**config.mk**
```make
export PLATFORM = sky130hd
export DESIGN_NAME = isp_entry_seq
export DESIGN_NICKNAME = d
export VERILOG_FILES = /design/src/rtl/isp_pkg.sv /design/src/rtl/isp_tick_timer.sv /design/src/rtl/isp_spi_shift.sv /design/src/rtl/isp_entry_seq.sv
export SDC_FILE = /design/constraint.sdc
export NUM_CORES = 1
export LEC_CHECK = 0
export CELL_PAD_IN_SITES_DETAIL_PLACEMENT = 0
export CELL_PAD_IN_SITES_GLOBAL_PLACEMENT = 1
export CORE_MARGIN = 2
export CORE_UTILIZATION = 42
export CTS_CLUSTER_SIZE = 8
export DETAILED_ROUTE_END_ITERATION = 12
export GPL_ROUTABILITY_DRIVEN = 1
export PLACE_DENSITY_LB_ADDON = 0.08
export SLEW_MARGIN = 10
export SYNTH_ARGS = -nofsm -noshare
export SYNTH_HDL_FRONTEND = slang
export SYNTH_SLANG_ARGS = --single-unit
```
**constraint.sdc**
```tcl
create_clock -name clk -period 2.35 [get_ports clk]
set_input_delay 0.3525 -clock clk [delete_from_list [all_inputs] [get_ports clk]]
set_output_delay 0.3525 -clock clk [all_outputs]
set_load 0.02 [all_outputs]
```
**src/rtl/isp_pkg.sv**
```systemverilog
package isp_pkg;

   typedef enum logic [2:0] {
      ST_IDLE,
      ST_SETTLE,
      ST_LOAD,
      ST_XFER,
      ST_PULSE,
      ST_DONE,
      ST_FAIL
   } seq_state_e;

   localparam logic [7:0] ENTRY_OP  = 8'hAC;
   localparam logic [7:0] SYNC_BYTE = 8'h53;
   localparam logic [7:0] PAD_BYTE  = 8'h00;
   localparam int         FRAME_LEN = 4;
   localparam logic [1:0] ECHO_SLOT = 2'd2;
   localparam logic [1:0] LAST_SLOT = 2'(FRAME_LEN - 1);

   function automatic logic [7:0] frame_byte(input logic [1:0] idx);
      case (idx)
         2'd0:    frame_byte = ENTRY_OP;
         2'd1:    frame_byte = SYNC_BYTE;
         default: frame_byte = PAD_BYTE;
      endcase
   endfunction

endpackage

```
**src/rtl/isp_tick_timer.sv**
```systemverilog
module isp_tick_timer #(
   parameter int W = 8
) (
   input  logic         clk,
   input  logic         rst_n,
   input  logic         load,
   input  logic [W-1:0] ld_val,
   output logic         expired
);

   logic [W-1:0] cnt_q;

   always_ff @(posedge clk or negedge rst_n) begin
      if (!rst_n)
         cnt_q <= '0;
      else if (load)
         cnt_q <= ld_val;
      else if (cnt_q != '0)
         cnt_q <= cnt_q - W'(1);
   end

   assign expired = (cnt_q == '0);

endmodule

```
**src/rtl/isp_spi_shift.sv**
```systemverilog
module isp_spi_shift #(
   parameter int DIV_W = 8
) (
   input  logic             clk,
   input  logic             rst_n,
   input  logic             go,
   input  logic [7:0]       tx_byte,
   input  logic [DIV_W-1:0] lo_div,
   input  logic [DIV_W-1:0] hi_div,
   input  logic             miso,
   output logic             sck,
   output logic             mosi,
   output logic [7:0]       rx_byte,
   output logic             fin
);

   logic             active_q;
   logic             phase_q;
   logic             fin_q;
   logic [2:0]       bit_q;
   logic [DIV_W-1:0] cnt_q;
   logic [7:0]       tx_q;
   logic [7:0]       rx_q;

   always_ff @(posedge clk or negedge rst_n) begin
      if (!rst_n) begin
         active_q <= 1'b0;
         phase_q  <= 1'b0;
         fin_q    <= 1'b0;
         bit_q    <= '0;
         cnt_q    <= '0;
         tx_q     <= '0;
         rx_q     <= '0;
      end else begin
         fin_q <= 1'b0;
         if (go) begin
            active_q <= 1'b1;
            phase_q  <= 1'b0;
            bit_q    <= '0;
            cnt_q    <= lo_div;
            tx_q     <= tx_byte;
         end else if (active_q) begin
            if (cnt_q != '0) begin
               cnt_q <= cnt_q - DIV_W'(1);
            end else if (!phase_q) begin
               // rising edge: capture the target bit, msb first
               phase_q <= 1'b1;
               cnt_q   <= hi_div;
               rx_q    <= {rx_q[6:0], miso};
            end else begin
               // falling edge: next bit presented during the low phase
               phase_q <= 1'b0;
               if (bit_q == 3'd7) begin
                  active_q <= 1'b0;
                  fin_q    <= 1'b1;
               end else begin
                  bit_q <= bit_q + 3'd1;
                  tx_q  <= {tx_q[6:0], 1'b0};
                  cnt_q <= lo_div;
               end
            end
         end
      end
   end

   assign sck     = phase_q;
   assign mosi    = active_q & tx_q[7];
   assign rx_byte = rx_q;
   assign fin     = fin_q;

endmodule

```
**src/rtl/isp_entry_seq.sv**
```systemverilog
module isp_entry_seq #(
   parameter int unsigned CLK_HZ    = 200_000_000,
   parameter int unsigned SETTLE_US = 20_000,
   parameter int unsigned PULSE_CYC = 64,
   parameter int          DIV_W     = 8,
   parameter int          RETRY_W   = 4
) (
   input  logic               clk,
   input  logic               rst_n,
   input  logic               start,
   input  logic [RETRY_W-1:0] max_tries,
   input  logic [DIV_W-1:0]   sck_lo_div,
   input  logic [DIV_W-1:0]   sck_hi_div,
   input  logic               miso,
   output logic               tgt_rst_n,
   output logic               sck,
   output logic               mosi,
   output logic               done,
   output logic               fail
);
   import isp_pkg::*;

   localparam int unsigned SETTLE_CYC =
      32'((64'(CLK_HZ) * 64'(SETTLE_US)) / 64'd1_000_000);
   localparam int unsigned TMR_MAX = (SETTLE_CYC > PULSE_CYC) ? SETTLE_CYC : PULSE_CYC;
   localparam int          TMR_W   = $clog2(TMR_MAX + 1);
   localparam int          RW1     = RETRY_W + 1;

   generate
      if (SETTLE_CYC < 1) begin : g_bad_settle
         $error("settle interval must be at least one clock");
      end
      if (PULSE_CYC < 1) begin : g_bad_pulse
         $error("reset pulse must be at least one clock");
      end
      if (DIV_W < 1 || RETRY_W < 1) begin : g_bad_width
         $error("divider and retry widths must be positive");
      end
   endgenerate

   seq_state_e       state_q, state_d;
   logic [1:0]       idx_q;
   logic [RETRY_W-1:0] tries_q;
   logic [7:0]       echo_q;
   logic             rst_q;
   logic             tmr_load;
   logic [TMR_W-1:0] tmr_val;
   logic             tmr_done;
   logic             go;
   logic             fin;
   logic [7:0]       rx_byte;
   logic             idle_like;
   logic             start_acc;
   logic [RW1-1:0]   tries_nx;

   assign idle_like = (state_q == ST_IDLE) || (state_q == ST_DONE) || (state_q == ST_FAIL);
   assign start_acc = start && idle_like;
   assign tries_nx  = {1'b0, tries_q} + RW1'(1);

   always_comb begin
      state_d  = state_q;
      tmr_load = 1'b0;
      tmr_val  = '0;
      go       = 1'b0;
      case (state_q)
         ST_IDLE, ST_DONE, ST_FAIL: begin
            if (start) begin
               state_d  = ST_SETTLE;
               tmr_load = 1'b1;
               tmr_val  = TMR_W'(SETTLE_CYC - 1);
            end
         end
         ST_SETTLE: if (tmr_done) state_d = ST_LOAD;
         ST_LOAD: begin
            go      = 1'b1;
            state_d = ST_XFER;
         end
         ST_XFER: begin
            if (fin) begin
               if (idx_q != LAST_SLOT)
                  state_d = ST_LOAD;
               else if (echo_q == SYNC_BYTE)
                  state_d = ST_DONE;
               else if (tries_nx >= {1'b0, max_tries})
                  state_d = ST_FAIL;
               else begin
                  state_d  = ST_PULSE;
                  tmr_load = 1'b1;
                  tmr_val  = TMR_W'(PULSE_CYC - 1);
               end
            end
         end
         ST_PULSE: begin
            if (tmr_done) begin
               state_d  = ST_SETTLE;
               tmr_load = 1'b1;
               tmr_val  = TMR_W'(SETTLE_CYC - 1);
            end
         end
         default: state_d = ST_IDLE;
      endcase
   end

   always_ff @(posedge clk or negedge rst_n) begin
      if (!rst_n) begin
         state_q <= ST_IDLE;
         idx_q   <= '0;
         tries_q <= '0;
         echo_q  <= '0;
         rst_q   <= 1'b1;
      end else begin
         state_q <= state_d;
         rst_q   <= !((state_d == ST_SETTLE) || (state_d == ST_LOAD) ||
                      (state_d == ST_XFER)   || (state_d == ST_DONE));
         if (start_acc)
            tries_q <= '0;
         else if (state_d == ST_PULSE && state_q == ST_XFER)
            tries_q <= tries_nx[RETRY_W-1:0];
         if (state_d == ST_SETTLE)
            idx_q <= '0;
         else if (state_q == ST_XFER && fin)
            idx_q <= idx_q + 2'd1;
         if (state_q == ST_XFER && fin && idx_q == ECHO_SLOT)
            echo_q <= rx_byte;
      end
   end

   isp_tick_timer #(.W(TMR_W)) u_timer (
      .clk     (clk),
      .rst_n   (rst_n),
      .load    (tmr_load),
      .ld_val  (tmr_val),
      .expired (tmr_done)
   );

   isp_spi_shift #(.DIV_W(DIV_W)) u_shift (
      .clk     (clk),
      .rst_n   (rst_n),
      .go      (go),
      .tx_byte (frame_byte(idx_q)),
      .lo_div  (sck_lo_div),
      .hi_div  (sck_hi_div),
      .miso    (miso),
      .sck     (sck),
      .mosi    (mosi),
      .rx_byte (rx_byte),
      .fin     (fin)
   );

   assign tgt_rst_n = rst_q;
   assign done      = (state_q == ST_DONE);
   assign fail      = (state_q == ST_FAIL);

endmodule

```
==> out/results.tsv <==
metric	value	unit
outcome	completed	
clockRootBuffer	clkbuf_8	
wire_per_inst	15.5	um
htreeDepth	3	
areaGrowthSynthToFinish	21.6	%
clock_latency	0.34	ns
num_rows	35	
syn_nets	431	
async_flop_share	100	%
cts_tree	done	
routed_via_density	5.49	
min_path_type	in2async	
r2r_slack	0.05	ns
path_max_fanout	6	
initial_core_util	42.9	%
drt_wl_total	8730	um
synthFlopType	dfrtp_1	
numPortBuffers	28	
path_class	reg2reg	
synth_compound_area_share	15.0	%
p_leak	2.28	nW
ys_seq_area_share	44.6	%
syn_area_per_cell	10.0	um2
grt_overflow	0	
synthMuxAreaShare	6.40	%
regToRegEndpoint	u_timer.cnt_q[21]$_DFFE_PN0P_	
ir_worst_vdd	0.302	mV
clk_path_buf_depth	2	
dr.pass1.iters	5	
die-width	101	um
cp-start-kind	flop	
min_period	2.30	ns
synth.cell_area	3930	um2
place_area	4490	um2
ios	29	
synth-seq-cells	70	
clkSinkCount	70	
yosys.area_share.xor_xnor	5.57	%
synth_cell_types	60	
max_cap_violations	0	
utilization	52.2	%
relSlewSlack	65.2	%
ys_warn_count	0	
ctsHoldBuffers	0	
drtIter0Drc	121	
slew_violations	0	
final_cell_mix	dfrtp_1 (69), nor2_1 (40), buf_4 (28)	
vias	3084	
yosys.area_share.simple	20.1	%
dpl.hpwl	6230	um
antenna_found_initial	0	
fin_area	4780	um2
timing.final.crit_share	98.0	%
final_common_cell	dfrtp_1	
skew	0.0121	ns
rsz0062_at_grt	true	
powerDensity	502	nW/um2
arrival	2.51	ns
rr_worst_depth	5	
drive_gt1_share	18.2	%
route.detailed.drc	0	
num_antenna_cells	0	
clock.fmax	434	MHz
cts_made_buffers	9	
synthAdderAreaFrac	4.78	%
die_area	10100	um2
place_congestion	0.836	
core_area	9150	um2
synth_top_family_by_area	simple AND/OR/NAND/NOR gates	
hold_ws	0.0146	ns
synth_edf_count	0	
setup_violations	0	
antenna_left	0	
track_usage	18.3	%
grt_pass1_wl	14800	um
clk_pin_slew	0.08	ns
worstSetupEndpointType	flop	
postSynthCellCount	392	
hold_viol	0	
required	2.56	ns
fin_nets	485	
r2r-start	u_timer.cnt_q[14]$_DFFE_PN0P_	
dieHeight	101	um
max_slew.worst_pin.slew	0.523	ns
grt_start_max_net_pins	71	
grt_pass1_vias	3031	
[cells by family (layout without fill, tap and decap cells)]
| kind of cell | after synthesis | in the layout |
|---|---|---|
| and+or+nand+nor | 141 | 142 |
| AOI/OAI and AO/OA | 85 | 85 |
| DFF | 70 | 70 |
| buffers and inverters | 33 | 91 |
| xor gates and xnor gates | 25 | 25 |
| muxes | 23 | 23 |
| adders and majority gates | 15 | 15 |
[power by group]
group	internal (mW)	switching (mW)
logic	0.0393	0.0344
clock network	0.662	0.457
registers	1.20	0
total	1.91	0.491
[per-stage QoR]
step | TNS, ns | std cells | power (mW) | worst slack, ns
after global placement | 0 | 544 | 1.30 | 0.0652
after detailed placement | 0 | 544 | 1.30 | 0.0367
after CTS | 0 | 560 | 2.44 | 0.0292
after global routing | -0.103 | 562 | 2.49 | -0.0305
final | 0 | 562 | 2.40 | 0.0463
after floorplan | 0 | 392 | 1.23 | 0.0449
[worst max path at each step]
stage	startpoint	endpoint	slack (ns)	cells after the start
4_1_cts	u_timer.cnt_q[17]$_DFFE_PN0P_	u_timer.cnt_q[20]$_DFFE_PN0P_	0.03	5
3_5_place_dp	max_tries[0]	tries_q[2]$_DFFE_PN0P_	0.04	8
5_1_grt	u_timer.cnt_q[14]$_DFFE_PN0P_	u_timer.cnt_q[19]$_DFFE_PN0P_	-0.03	5
6_report	u_timer.cnt_q[14]$_DFFE_PN0P_	u_timer.cnt_q[21]$_DFFE_PN0P_	0.05	5
3_3_place_gp	u_timer.cnt_q[17]$_DFFE_PN0P_	u_timer.cnt_q[11]$_DFFE_PN0P_	0.07	6
2_1_floorplan	u_shift.cnt_q[0]$_DFFE_PN0P_	u_shift.rx_byte[0]$_DFFE_PN0P_	0.04	8
[cells in the mapped netlist (all sizes together), types with 3 or more instances]
cell	instances	area share [%]
a21o	5	0.99
a221oi	4	0.89
nand3	10	1.4
mux2	17	4.9
nand2	25	2.4
a211oi	4	0.76
dfrtp	69	44
o2bb2ai	3	0.67
xnor2	7	1.6
buf	4	0.80
inv	18	1.7
mux2i	6	1.5
ha	15	4.8
xor2	18	4.0
or4	4	1.1
or3	6	0.96
nand2b	5	0.99
o21ai	21	2.7
a21oi	19	2.4
and2	7	1.1
nand4	9	1.4
nor2	41	4.1
nor3	11	1.5
clkbuf	11	1.1
o211ai	6	1.4
nor4	4	0.64
nand3b	4	1.1
o31ai	5	1.3
a221o	7	1.8
[critical path, stage by stage (launching register included)]
cell	delay, ns
dfrtp_1	0.39
or4_4	0.56
or4_4	0.63
nand2b_4	0.20
o31ai_4	0.32
a21oi_1	0.07
[sequential cells by signal, summed over array words and instances (netlist names)]
register and flops:
u_shift.cnt_q 8, u_shift.rx_byte 8, idx_q 2, tgt_rst_n 1
u_timer.cnt_q 22, u_shift.tx_q 8, u_shift.bit_q 3, u_shift.fin 1
u_shift.active_q 1, echo_q 8, u_shift.sck 1, tries_q 4
state_q 3
[routing by layer]
metal  vias up  track usage [%]  wire length [um]
met3        12             4.02               347
met4         0             5.48               132
li1       1533                -                 -
met2        58             30.0              4220
met5         -                0                 0
met1      1481             24.4              4030
[what timing repair did]
item                                   4_1_cts  5_1_grt
endpoints found under the hold margin        0        0
setup endpoints to repair                    0       11
resized for setup                            0        6
setup buffers                                0        1
[layout make-up]
type | instances | area (um2)
fill | 847 | 4380
clock inverter | 4 | 77.6
inverter | 18 | 67.6
sequential | 70 | 1750
tap | 111 | 139
timing repair buffer | 57 | 505
clock buffer | 12 | 155
multi-input combinational | 290 | 2080
Note: power is estimated with default switching activity, not from simulation.
